$ cat src/rtl/acq_pkg.sv
package acq_pkg;

    typedef enum logic [1:0] {
        ST_IDLE = 2'd0,
        ST_TRIG = 2'd1,
        ST_CAPT = 2'd2
    } acq_state_e;

    // Sample phase wanted for a line: odd lines move to phase 1 in double-rate mode.
    function automatic logic pick_phase(input logic dbl, input logic line_lsb);
        return dbl & line_lsb;
    endfunction

endpackage

$ cat src/rtl/acq_phase_gen.sv
module acq_phase_gen (
    input  logic clk,
    input  logic rst,
    input  logic want_ph,
    output logic strobe
);
    logic ph_q;

    always_ff @(posedge clk) begin
        if (rst) ph_q <= 1'b0;
        else     ph_q <= ~ph_q;
    end

    assign strobe = (ph_q == want_ph);
endmodule

$ cat src/rtl/acq_line_ctrl.sv
module acq_line_ctrl
    import acq_pkg::*;
#(
    parameter int LINE_W = 8
) (
    input  logic              clk,
    input  logic              rst,
    input  logic              start,
    input  logic [LINE_W-1:0] nlines_m1,
    input  logic              dr_mode,
    input  logic              last_samp,
    input  logic              wr_pend,
    output logic [LINE_W-1:0] line_idx,
    output logic              want_ph,
    output logic              pulse_trig,
    output logic              active,
    output logic              clr,
    output logic              done
);
    acq_state_e        state_q;
    logic [LINE_W-1:0] line_q;
    logic [LINE_W-1:0] nl_q;
    logic              dr_q;

    assign done       = (state_q == ST_IDLE) && !wr_pend;
    assign pulse_trig = (state_q == ST_TRIG);
    assign clr        = (state_q == ST_TRIG);
    assign active     = (state_q == ST_CAPT);
    assign line_idx   = line_q;
    assign want_ph    = pick_phase(dr_q, line_q[0]);

    always_ff @(posedge clk) begin
        if (rst) begin
            state_q <= ST_IDLE;
            line_q  <= '0;
            nl_q    <= '0;
            dr_q    <= 1'b0;
        end else begin
            case (state_q)
                ST_IDLE: begin
                    if (start && done) begin
                        nl_q    <= nlines_m1;
                        dr_q    <= dr_mode;
                        line_q  <= '0;
                        state_q <= ST_TRIG;
                    end
                end
                ST_TRIG: state_q <= ST_CAPT;
                ST_CAPT: begin
                    if (last_samp) begin
                        if (line_q == nl_q) begin
                            state_q <= ST_IDLE;
                        end else begin
                            line_q  <= line_q + 1'b1;
                            state_q <= ST_TRIG;
                        end
                    end
                end
                default: state_q <= ST_IDLE;
            endcase
        end
    end
endmodule

$ cat src/rtl/acq_capture.sv
module acq_capture #(
    parameter int LINE_W    = 8,
    parameter int SAMP_LOG2 = 14,
    parameter int DATA_W    = 12,
    localparam int ADDR_W   = LINE_W + SAMP_LOG2
) (
    input  logic              clk,
    input  logic              rst,
    input  logic              active,
    input  logic              clr,
    input  logic              strobe,
    input  logic [LINE_W-1:0] line_idx,
    input  logic [DATA_W-1:0] adc_data,
    output logic              samp_en,
    output logic              last_samp,
    output logic              wr_en,
    output logic [ADDR_W-1:0] wr_addr,
    output logic [DATA_W-1:0] wr_data
);
    logic [SAMP_LOG2-1:0] sidx_q;

    assign samp_en   = active && strobe;
    assign last_samp = samp_en && (sidx_q == '1);

    always_ff @(posedge clk) begin
        if (rst) begin
            sidx_q  <= '0;
            wr_en   <= 1'b0;
            wr_addr <= '0;
            wr_data <= '0;
        end else begin
            wr_en <= samp_en;
            if (clr)          sidx_q <= '0;
            else if (samp_en) sidx_q <= sidx_q + 1'b1;
            if (samp_en) begin
                wr_addr <= {line_idx, sidx_q};
                wr_data <= adc_data;
            end
        end
    end
endmodule

$ cat src/rtl/acq_burst_ctrl.sv
module acq_burst_ctrl #(
    parameter int LINE_W    = 8,
    parameter int SAMP_LOG2 = 14,
    parameter int DATA_W    = 12,
    localparam int ADDR_W   = LINE_W + SAMP_LOG2
) (
    input  logic              clk,
    input  logic              rst,
    input  logic              start,
    input  logic [LINE_W-1:0] nlines_m1,
    input  logic              dr_mode,
    input  logic [DATA_W-1:0] adc_data,
    output logic              pulse_trig,
    output logic              samp_en,
    output logic              wr_en,
    output logic [ADDR_W-1:0] wr_addr,
    output logic [DATA_W-1:0] wr_data,
    output logic              done
);
    logic [LINE_W-1:0] line_idx;
    logic              want_ph;
    logic              strobe;
    logic              active;
    logic              clr;
    logic              last_samp;

    acq_phase_gen u_phase (
        .clk     (clk),
        .rst     (rst),
        .want_ph (want_ph),
        .strobe  (strobe)
    );

    acq_line_ctrl #(.LINE_W(LINE_W)) u_ctrl (
        .clk        (clk),
        .rst        (rst),
        .start      (start),
        .nlines_m1  (nlines_m1),
        .dr_mode    (dr_mode),
        .last_samp  (last_samp),
        .wr_pend    (wr_en),
        .line_idx   (line_idx),
        .want_ph    (want_ph),
        .pulse_trig (pulse_trig),
        .active     (active),
        .clr        (clr),
        .done       (done)
    );

    acq_capture #(
        .LINE_W    (LINE_W),
        .SAMP_LOG2 (SAMP_LOG2),
        .DATA_W    (DATA_W)
    ) u_cap (
        .clk       (clk),
        .rst       (rst),
        .active    (active),
        .clr       (clr),
        .strobe    (strobe),
        .line_idx  (line_idx),
        .adc_data  (adc_data),
        .samp_en   (samp_en),
        .last_samp (last_samp),
        .wr_en     (wr_en),
        .wr_addr   (wr_addr),
        .wr_data   (wr_data)
    );
endmodule

$ cat config.mk
export PLATFORM = sky130hd
export DESIGN_NAME = acq_burst_ctrl
export DESIGN_NICKNAME = d
export VERILOG_FILES = /design/src/rtl/acq_pkg.sv /design/src/rtl/acq_phase_gen.sv /design/src/rtl/acq_line_ctrl.sv /design/src/rtl/acq_capture.sv /design/src/rtl/acq_burst_ctrl.sv
export SDC_FILE = /design/constraint.sdc
export NUM_CORES = 1
export LEC_CHECK = 0
export CAP_MARGIN = 30
export CORE_MARGIN = 4
export CORE_UTILIZATION = 54
export DETAILED_ROUTE_END_ITERATION = 10
export HOLD_SLACK_MARGIN = 0.15
export PLACE_DENSITY = 0.84
export RECOVER_POWER = 50
export SETUP_SLACK_MARGIN = 0.05
export SLEW_MARGIN = 10
export SYNTH_ARGS = -nofsm -noshare
export SYNTH_HDL_FRONTEND = slang
export SYNTH_HIERARCHICAL = 1
export SYNTH_SLANG_ARGS = --single-unit
export TNS_END_PERCENT = 10
$ cat constraint.sdc
create_clock -name clk -period 7.3 [get_ports clk]
set_input_delay 0.73 -clock clk [delete_from_list [all_inputs] [get_ports clk]]
set_output_delay 0.73 -clock clk [all_outputs]
set_load 0.02 [all_outputs]
==> metrics.md, run 1 <==
| Metric | Value |
|---|---|
| Status | `finished with violations` |
| Failing checks | `max-capacitance violations, max-slew violations` |
| CP required | `6.57 ns` |
| Non-filler cells, final | `475` |
| CTS clock-pin slew for the worst setup and hold paths | `0.07 ns` |
| Area occupied by multi-input gates | `1360 sq um` |
| Worst Max-Slew Pin Slew | `1.63 ns` |
| Critical path class | `flop to output pin` |
| Sink Count | `69` |
| Final worst slack | `4.04 ns` |
| CTS tree | `done` |
| Crit path capture type | `output pin` |
| Fmax achieved | `307 MHz` |
| Gate Count Post-Synth | `345` |
| Initial DRC count | `163` |
| Placed Instances | `460` |
| Worst reg2reg path depth | `6` |
| Startpoint class of the critical path | `flop` |
| Synth unique cells | `42` |
| Main synth FF type | `dfxtp_1` |
| Syn. warnings | `6` |
| Boundary pin count | `62` |
| Area Growth Syn to Fin | `28.0%` |
| Mean number of vias per cell | `5.46` |
| GRT met2 Usage | `38.6%` |
| CTS-repair resized insts | `0` |
| Setup_tns | `0 ns` |
| Final nets | `428` |
| Post-DRT Antenna Nets | `0` |
| Initial Utilization | `55.6%` |
| Tcrit/Tclk final | `44.6%` |
| Reg area | `1380 sq um` |
| GRT Resource Usage Total | `21.2%` |
| RSZ-0062 raised after global routing | `false` |
| VDD IR max | `0.144 mV` |
| Pre-CTS WS | `4.36 ns` |
| M3 GR Usage | `7.29%` |
| Max Cap Viol | `1` |
| Final Max Tran Viols | `39` |
| Diode count | `0` |
| Cell Rows | `26` |
| Via count | `2,594` |
| Final setup violation count | `0` |
| CP Max Fanout | `36` |
| Share of layout cells above drive strength 1 | `5.93%` |
| Post-CTS Setup Bufs | `0` |
| Post-synthesis register bit count | `69` |
| Fillcell total | `420` |
| WHS Path Cells | `2` |
| Die area | `6490 sq um` |
| Critical Path AT | `2.53 ns` |
| EDFF count, synth | `0` |
| HP Class | `flop to flop` |
| Slew HR | `-8.67%` |
| Remaining DRCs | `0` |
| M1 GR Usage | `22.4%` |
| DR pass1 iterations | `4` |
| Routed len/inst | `14.0 um` |
| Syn Area/Cell | `8.24 sq um` |
| HPWL after DPL | `4.45 mm` |
| Syn_nets | `371` |
| Clk Latency, worst-skew pair | `0.34 ns` |
| Largest net degree at the start of global routing | `56` |
| GPL Wtd Cong | `0.827` |
| Height of the die | `80.5 um` |
| Power Dens Cells | `202 nW/um^2` |
| Core area | `5110 sq um` |
| Busiest grt layer | `met2` |
| Routed wire length | `6.64 mm` |
| TritonCTS buffer count | `9` |
| Async SR Flop Fraction | `0%` |
| Period minus WS final | `3.26 ns` |
| CTS Buffer Depth | `2` |
| Vias in the first global route | `2,438` |
| Gr ovfl total | `0` |
| Worst clock skew | `0.00757 ns` |
| Initial antenna violation count | `0` |
| Die W | `80.5 um` |
| Root buffer cell | `clkbuf_8` |
| Cell area after synthesis | `2840 sq um` |
| Hold-fix buffers at CTS | `0` |
| Sequential fraction of the synthesis area | `48.6%` |
| First-pass GRT wire length | `10.7 mm` |
| H-tree Lvls | `3` |
| Leakage power total | `1.29 nW` |
| PortBufs | `61` |
| Final-report hold violation count | `0` |
-- per-stage QoR --
step                total power [W]  cell area (sq um)  hold WS [ns]  util (%)
global route               0.000764               3640         0.471      71.2
CTS                        0.000740               3630         0.448      71.1
detailed placement         0.000474               3470         0.431      67.9
floorplan                  0.000445               2840         0.408         -
finish                     0.000733               3640         0.449      71.2
global placement           0.000472               3470         0.421      67.9
-- sequential cells by signal (all words and copies together), names as in the netlist, 2 cells and up --
name	flops
u_ctrl/line_idx	8
u_cap/wr_data	12
u_ctrl/state_q	2
u_cap/wr_addr	22
u_cap/sidx_q	14
u_ctrl/nl_q	8
-- per-layer routing --
layer / vias up / routed length [um]
met2: 67 / 3540
met1: 1216 / 2720
li1: 1301 / -
met4: 0 / 65
met3: 10 / 322
met5: - / 0
-- power by group --
part	leakage [nW]	switching, W	internal [W]
Clock	0.0881	0.000130	0.000137
Combinational	0.645	0.0000437	0.0000317
Sequential	0.558	0.00000589	0.000385
Total	1.29	0.000180	0.000553
-- final timing paths --
path | from | endpoint | slack [ns]
max | u_ctrl/line_idx[0] | samp_en | 4.04
min | u_cap/wr_addr[9] | u_cap/wr_addr[9] | 0.45
max reg2reg | u_ctrl/state_q[0] | u_cap/sidx_q[3] | 4.57
min reg2reg | u_cap/wr_addr[9] | u_cap/wr_addr[9] | 0.45
-- cell usage in the layout (no fill, tap or decap), types with 2 or more instances in the layout --
cell type        synthesis  final
nand2_1                102    102
dfxtp_1                 69     69
a21oi_1                 51     51
clkdlybuf4s50_1          0     47
dlygate4sd3_1            0     13
nor2_1                  12     12
clkbuf_8                 0     11
nand3_1                 10     11
xnor2_1                  8      8
or3_1                    7      7
o31ai_1                  7      7
o21ai_0                  6      6
nor4_1                   5      5
mux2i_1                  4      4
clkbuf_1                10      3
nand4_1                  2      3
inv_1                    3      3
or4_1                    3      3
xor2_1                   3      3
o211ai_1                 3      3
clkinv_2                 0      2
inv_2                    2      2
nand3_2                  3      2
ha_1                     2      2
nand2b_1                 2      2
nor3_1                   2      2
and2_0                   0      2
o22ai_1                  2      2
a31oi_1                  2      2
o311ai_1                 2      2
-- layout make-up --
cell class / count / share of cell area, %
clock buffers: 12 / 4.27
clock inverters: 2 / 0.275
inverters: 5 / 0.516
multi-input cells: 254 / 37.3
flip-flops and latches: 69 / 38.0
well taps: 70 / 2.41
repair buffers: 63 / 17.3
-- kinds of logic after synthesis --
logic type | after synthesis | synth area share, %
AND/OR/NAND/NOR | 160 | 27.2
AO/OA/AOI/OAI | 77 | 15.3
flip-flops | 69 | 48.6
buffers and inverters | 22 | 3.26
XOR/XNOR | 11 | 3.39
multiplexers | 4 | 1.41
adder cells (fa/ha/maj) | 2 | 0.881
-- worst max-delay path, stage by stage (launching register included) --
cell             delay, ns
dfxtp_1               0.37
and2_0                0.17
xnor2_1               0.29
nand2_1               0.13
inv_2                 0.47
clkdlybuf4s50_1       0.73
-- Yosys cell counts (2+ instances only) --
cell / count / share of area, %
mux2i_1: 4 / 1.4
o21ai_0: 6 / 1.1
nand3_2: 3 / 1.1
xnor2_1: 8 / 2.5
nand4_1: 2 / 0.44
nand2_1: 102 / 13
buf_2: 5 / 0.88
dfxtp_1: 69 / 49
o211ai_1: 3 / 0.79
inv_2: 2 / 0.26
ha_1: 2 / 0.88
xor2_1: 3 / 0.92
clkbuf_1: 10 / 1.3
or3_1: 7 / 1.5
o311ai_1: 2 / 0.62
or4_1: 3 / 0.79
nor2_1: 12 / 1.6
nand3_1: 10 / 1.8
nand2b_1: 2 / 0.44
o22ai_1: 2 / 0.44
a31oi_1: 2 / 0.44
nor4_1: 5 / 1.1
o31ai_1: 7 / 1.8
inv_1: 3 / 0.40
and2_1: 3 / 0.66
nor3_1: 2 / 0.35
a21oi_1: 51 / 9.0
No activity file was read; power rests on OpenSTA's default activity.
==> inputs of run 2 (changes only) <==
--- a/config.mk
+++ b/config.mk
@@ -7,10 +7,10 @@
 export LEC_CHECK = 0
 export CAP_MARGIN = 30
 export CORE_MARGIN = 4
-export CORE_UTILIZATION = 54
+export CORE_UTILIZATION = 45
 export DETAILED_ROUTE_END_ITERATION = 10
 export HOLD_SLACK_MARGIN = 0.15
-export PLACE_DENSITY = 0.84
+export PLACE_DENSITY = 0.75
 export RECOVER_POWER = 50
 export SETUP_SLACK_MARGIN = 0.05
 export SLEW_MARGIN = 10
==> constraint.sdc (replaced) <==
create_clock -name clk -period 2.6 [get_ports clk]
set_input_delay 0.26 -clock clk [delete_from_list [all_inputs] [get_ports clk]]
set_output_delay 0.26 -clock clk [all_outputs]
set_load 0.02 [all_outputs]
==> run 2 against run 1 <==
Against the previous run: the run ends with max-capacitance violations left; utilization fell by 9.2 points; combinational power grew to 2.8 times the previous value; non-clock buffer count grew 4; setup slack worse by 3.8 ns; largest cell class unchanged; clock power grew to 3.6 times the previous value; highest routed layer unchanged.
==> metrics.md, run 2 (synthesis gave the netlist of run 1 again) <==
| Metric | Value |
|---|---|
| Boundary pin count | `62 (unchanged)` |
| Worst Min Path Start | `u_phase/ph_q (was u_cap/wr_addr[9])` |
| Initial Utilization | `47.2% (was 55.6%)` |
| Root buffer cell | `clkbuf_8 (unchanged)` |
| Slew HR | `0.504% (was -8.67%)` |
| Final nets | `432 (was 428)` |
| DR pass1 iterations | `4 (unchanged)` |
| Crit path cell chain | `and2_1 > xnor2_1 > nand3_2 > nor4_1 > and2_1 > nand2_1 > a21oi_2 > inv_2 > o311ai_0 > o21ai_1 (was and2_0 > xnor2_1 > nand2_1 > inv_2 > clkdlybuf4s50_1)` |
| Max incr delay on CP | `0.35 ns (was 0.73 ns)` |
| Mean number of vias per cell | `5.22 (was 5.46)` |
| Worst clock skew | `0.00434 ns (was 0.00757 ns)` |
| Initial DRC count | `105 (was 163)` |
| Cell Rows | `28 (was 26)` |
| Pre-CTS WS | `0.261 ns (was 4.36 ns)` |
| Number of flip-flops in the largest register | `22 (unchanged)` |
| PortBufs | `61 (unchanged)` |
| Fmax achieved | `432 MHz` |
| Diode count | `0 (unchanged)` |
| CP startpoint | `u_ctrl/line_idx[0] (unchanged)` |
| HP Class | `flop to flop (unchanged)` |
| Share of layout cells above drive strength 1 | `8.76% (was 5.93%)` |
| HPWL after DPL | `4.50 mm (was 4.45 mm)` |
| Period minus WS final | `2.32 ns` |
| CP Max Fanout | `7 (was 36)` |
| Critical Path AT | `2.54 ns (was 2.53 ns)` |
| Area occupied by multi-input gates | `1370 sq um (was 1360 sq um)` |
| Commonest non-fill, non-tap cells in the layout | `nand2_1, dfxtp_1, a21oi_1 (unchanged)` |
| Failing checks | `max-capacitance violations (was max-capacitance violations, max-slew violations)` |
| Cell mode on critical path | `and2_1` |
| Routed wire length | `6.45 mm (was 6.64 mm)` |
| Via count | `2,537 (was 2,594)` |
| Setup_tns | `0 ns (unchanged)` |
| Worst Path Buf+Inv | `1 (was 2)` |
| Sink Count | `69 (unchanged)` |
| TritonCTS buffer count | `9 (unchanged)` |
| Initial antenna violation count | `0 (unchanged)` |
| Power Dens Cells | `607 nW/um^2 (was 202 nW/um^2)` |
| GPL Wtd Cong | `0.828 (was 0.827)` |
| Reg area | `1380 sq um (about the same)` |
| Vias in the first global route | `2,275 (was 2,438)` |
| Final worst slack | `0.283 ns (was 4.04 ns)` |
| WHS Path Cells | `1 (was 2)` |
| Routed len/inst | `13.3 um (was 14.0 um)` |
| Tcrit/Tclk final | `89.1%` |
| Status | `finished with violations (unchanged)` |
| Height of the die | `87.5 um (was 80.5 um)` |
| Remaining DRCs | `0 (unchanged)` |
| Top reg by flops | `u_cap/wr_addr (unchanged)` |
| Reg2reg start | `u_ctrl/line_idx[0] (was u_ctrl/state_q[0])` |
| H-tree Lvls | `3 (unchanged)` |
| Cell family with the largest share of critical-path delay | `simple AND/OR/NAND/NOR gates (was buffers and inverters)` |
| Final Max Tran Viols | `0 (was 39)` |
| First-pass GRT wire length | `10.4 mm (was 10.7 mm)` |
| Area Growth Syn to Fin | `31.4% (was 28.0%)` |
| Slowest CP cell | `dfxtp_2 (was clkdlybuf4s50_1)` |
| Crit path capture type | `flop (was output pin)` |
| Gr ovfl total | `0 (unchanged)` |
| Worst reg2reg path depth | `10 (was 6)` |
| Die area | `7650 sq um (was 6490 sq um)` |
| Core area | `6030 sq um (was 5110 sq um)` |
| Final setup violation count | `0 (unchanged)` |
| VDD IR max | `0.505 mV (was 0.144 mV)` |
| Worst Max-Slew Pin Slew | `1.49 ns (was 1.63 ns)` |
| GRT Resource Usage Total | `17.7% (was 21.2%)` |
| Clk Latency, worst-skew pair | `0.35 ns (was 0.34 ns)` |
| CTS clock-pin slew for the worst setup and hold paths | `0.07 ns (about the same)` |
| Die W | `87.5 um (was 80.5 um)` |
| Max Cap Viol | `1 (unchanged)` |
| Final-report hold violation count | `0 (unchanged)` |
| CTS Buffer Depth | `2 (unchanged)` |
| Fillcell total | `554 (was 420)` |
| CTS tree | `done (unchanged)` |
| Critical path class | `flop to flop (was flop to output pin)` |
| Post-DRT Antenna Nets | `0 (unchanged)` |
| RSZ-0062 raised after global routing | `false (unchanged)` |
| Crit path depth | `10 (was 5)` |
| Leakage power total | `1.41 nW (was 1.29 nW)` |
| Startpoint class of the critical path | `flop (unchanged)` |
| Most common cell after layout, fill and taps aside | `nand2_1 (unchanged)` |
| Largest net degree at the start of global routing | `39 (was 56)` |
| CP required | `2.83 ns (was 6.57 ns)` |
| Largest registers | `u_cap/wr_addr: 22 flops, u_cap/sidx_q: 14 flops, u_cap/wr_data: 12 flops (unchanged)` |
[run 2: where the power goes]
group | internal, W | switching (W)
Sequential | 0.00108 | 0.0000158
Combinational | 0.0000886 | 0.000122
Clock | 0.000564 | 0.000397
Total | 0.00173 | 0.000535
[run 2: area by class of cell]
class | instances | share of cell area, %
Inverter | 5 | 0.503
Clock buffer | 10 | 3.69
Sequential cell | 69 | 37.0
Multi-Input combinational cell | 254 | 36.7
Timing Repair Buffer | 67 | 17.3
Tap cell | 75 | 2.51
Clock inverter | 6 | 2.31
[run 2: worst paths after layout]
path | end | slack (ns)
worst max register to register | u_ctrl/line_idx[2] | 0.28
worst min-delay path | u_phase/ph_q | 0.45
worst max-delay path | u_ctrl/line_idx[2] | 0.28
worst min register to register | u_phase/ph_q | 0.45
[run 2: repair_timing]
| item | 4_1_cts | 5_1_grt |
|---|---|---|
| resized for setup | 0 | 3 |
| buffers inserted | 0 | 0 |
| endpoints found under the setup margin | 0 | 2 |
| endpoints found under the hold margin | 0 | 0 |
| hold buffers | 0 | 0 |
[run 2: worst register-to-register path, cell delays in order (launching register included)]
cell      delay, ns
dfxtp_2        0.35
and2_1         0.16
xnor2_1        0.21
nand3_2        0.11
nor4_1         0.26
and2_1         0.25
nand2_1        0.09
a21oi_2        0.25
inv_2          0.10
o311ai_0       0.32
o21ai_1        0.10
[run 2: routing by layer]
| layer | wire, um | GRT usage (%) | part of all wire (%) |
|---|---|---|---|
| met5 | 0 | 0 | 0 |
| met4 | 112 | 5.86 | 1.7 |
| met3 | 395 | 7.76 | 6.1 |
| met2 | 3250 | 29.2 | 50 |
| met1 | 2680 | 20.3 | 42 |
[run 2: metrics by stage]
stage	power [W]	hold WS, ns	instances	instance area (sq um)	utilization, %
6_report	0.00227	0.446	486	3730	62.0
5_1_grt	0.00238	0.436	486	3730	62.0
4_1_cts	0.00231	0.421	486	3740	62.0
3_5_place_dp	0.00133	0.437	470	3510	58.3
3_3_place_gp	0.00133	0.429	470	3510	58.3
2_1_floorplan	0.00125	0.327	345	2840	-
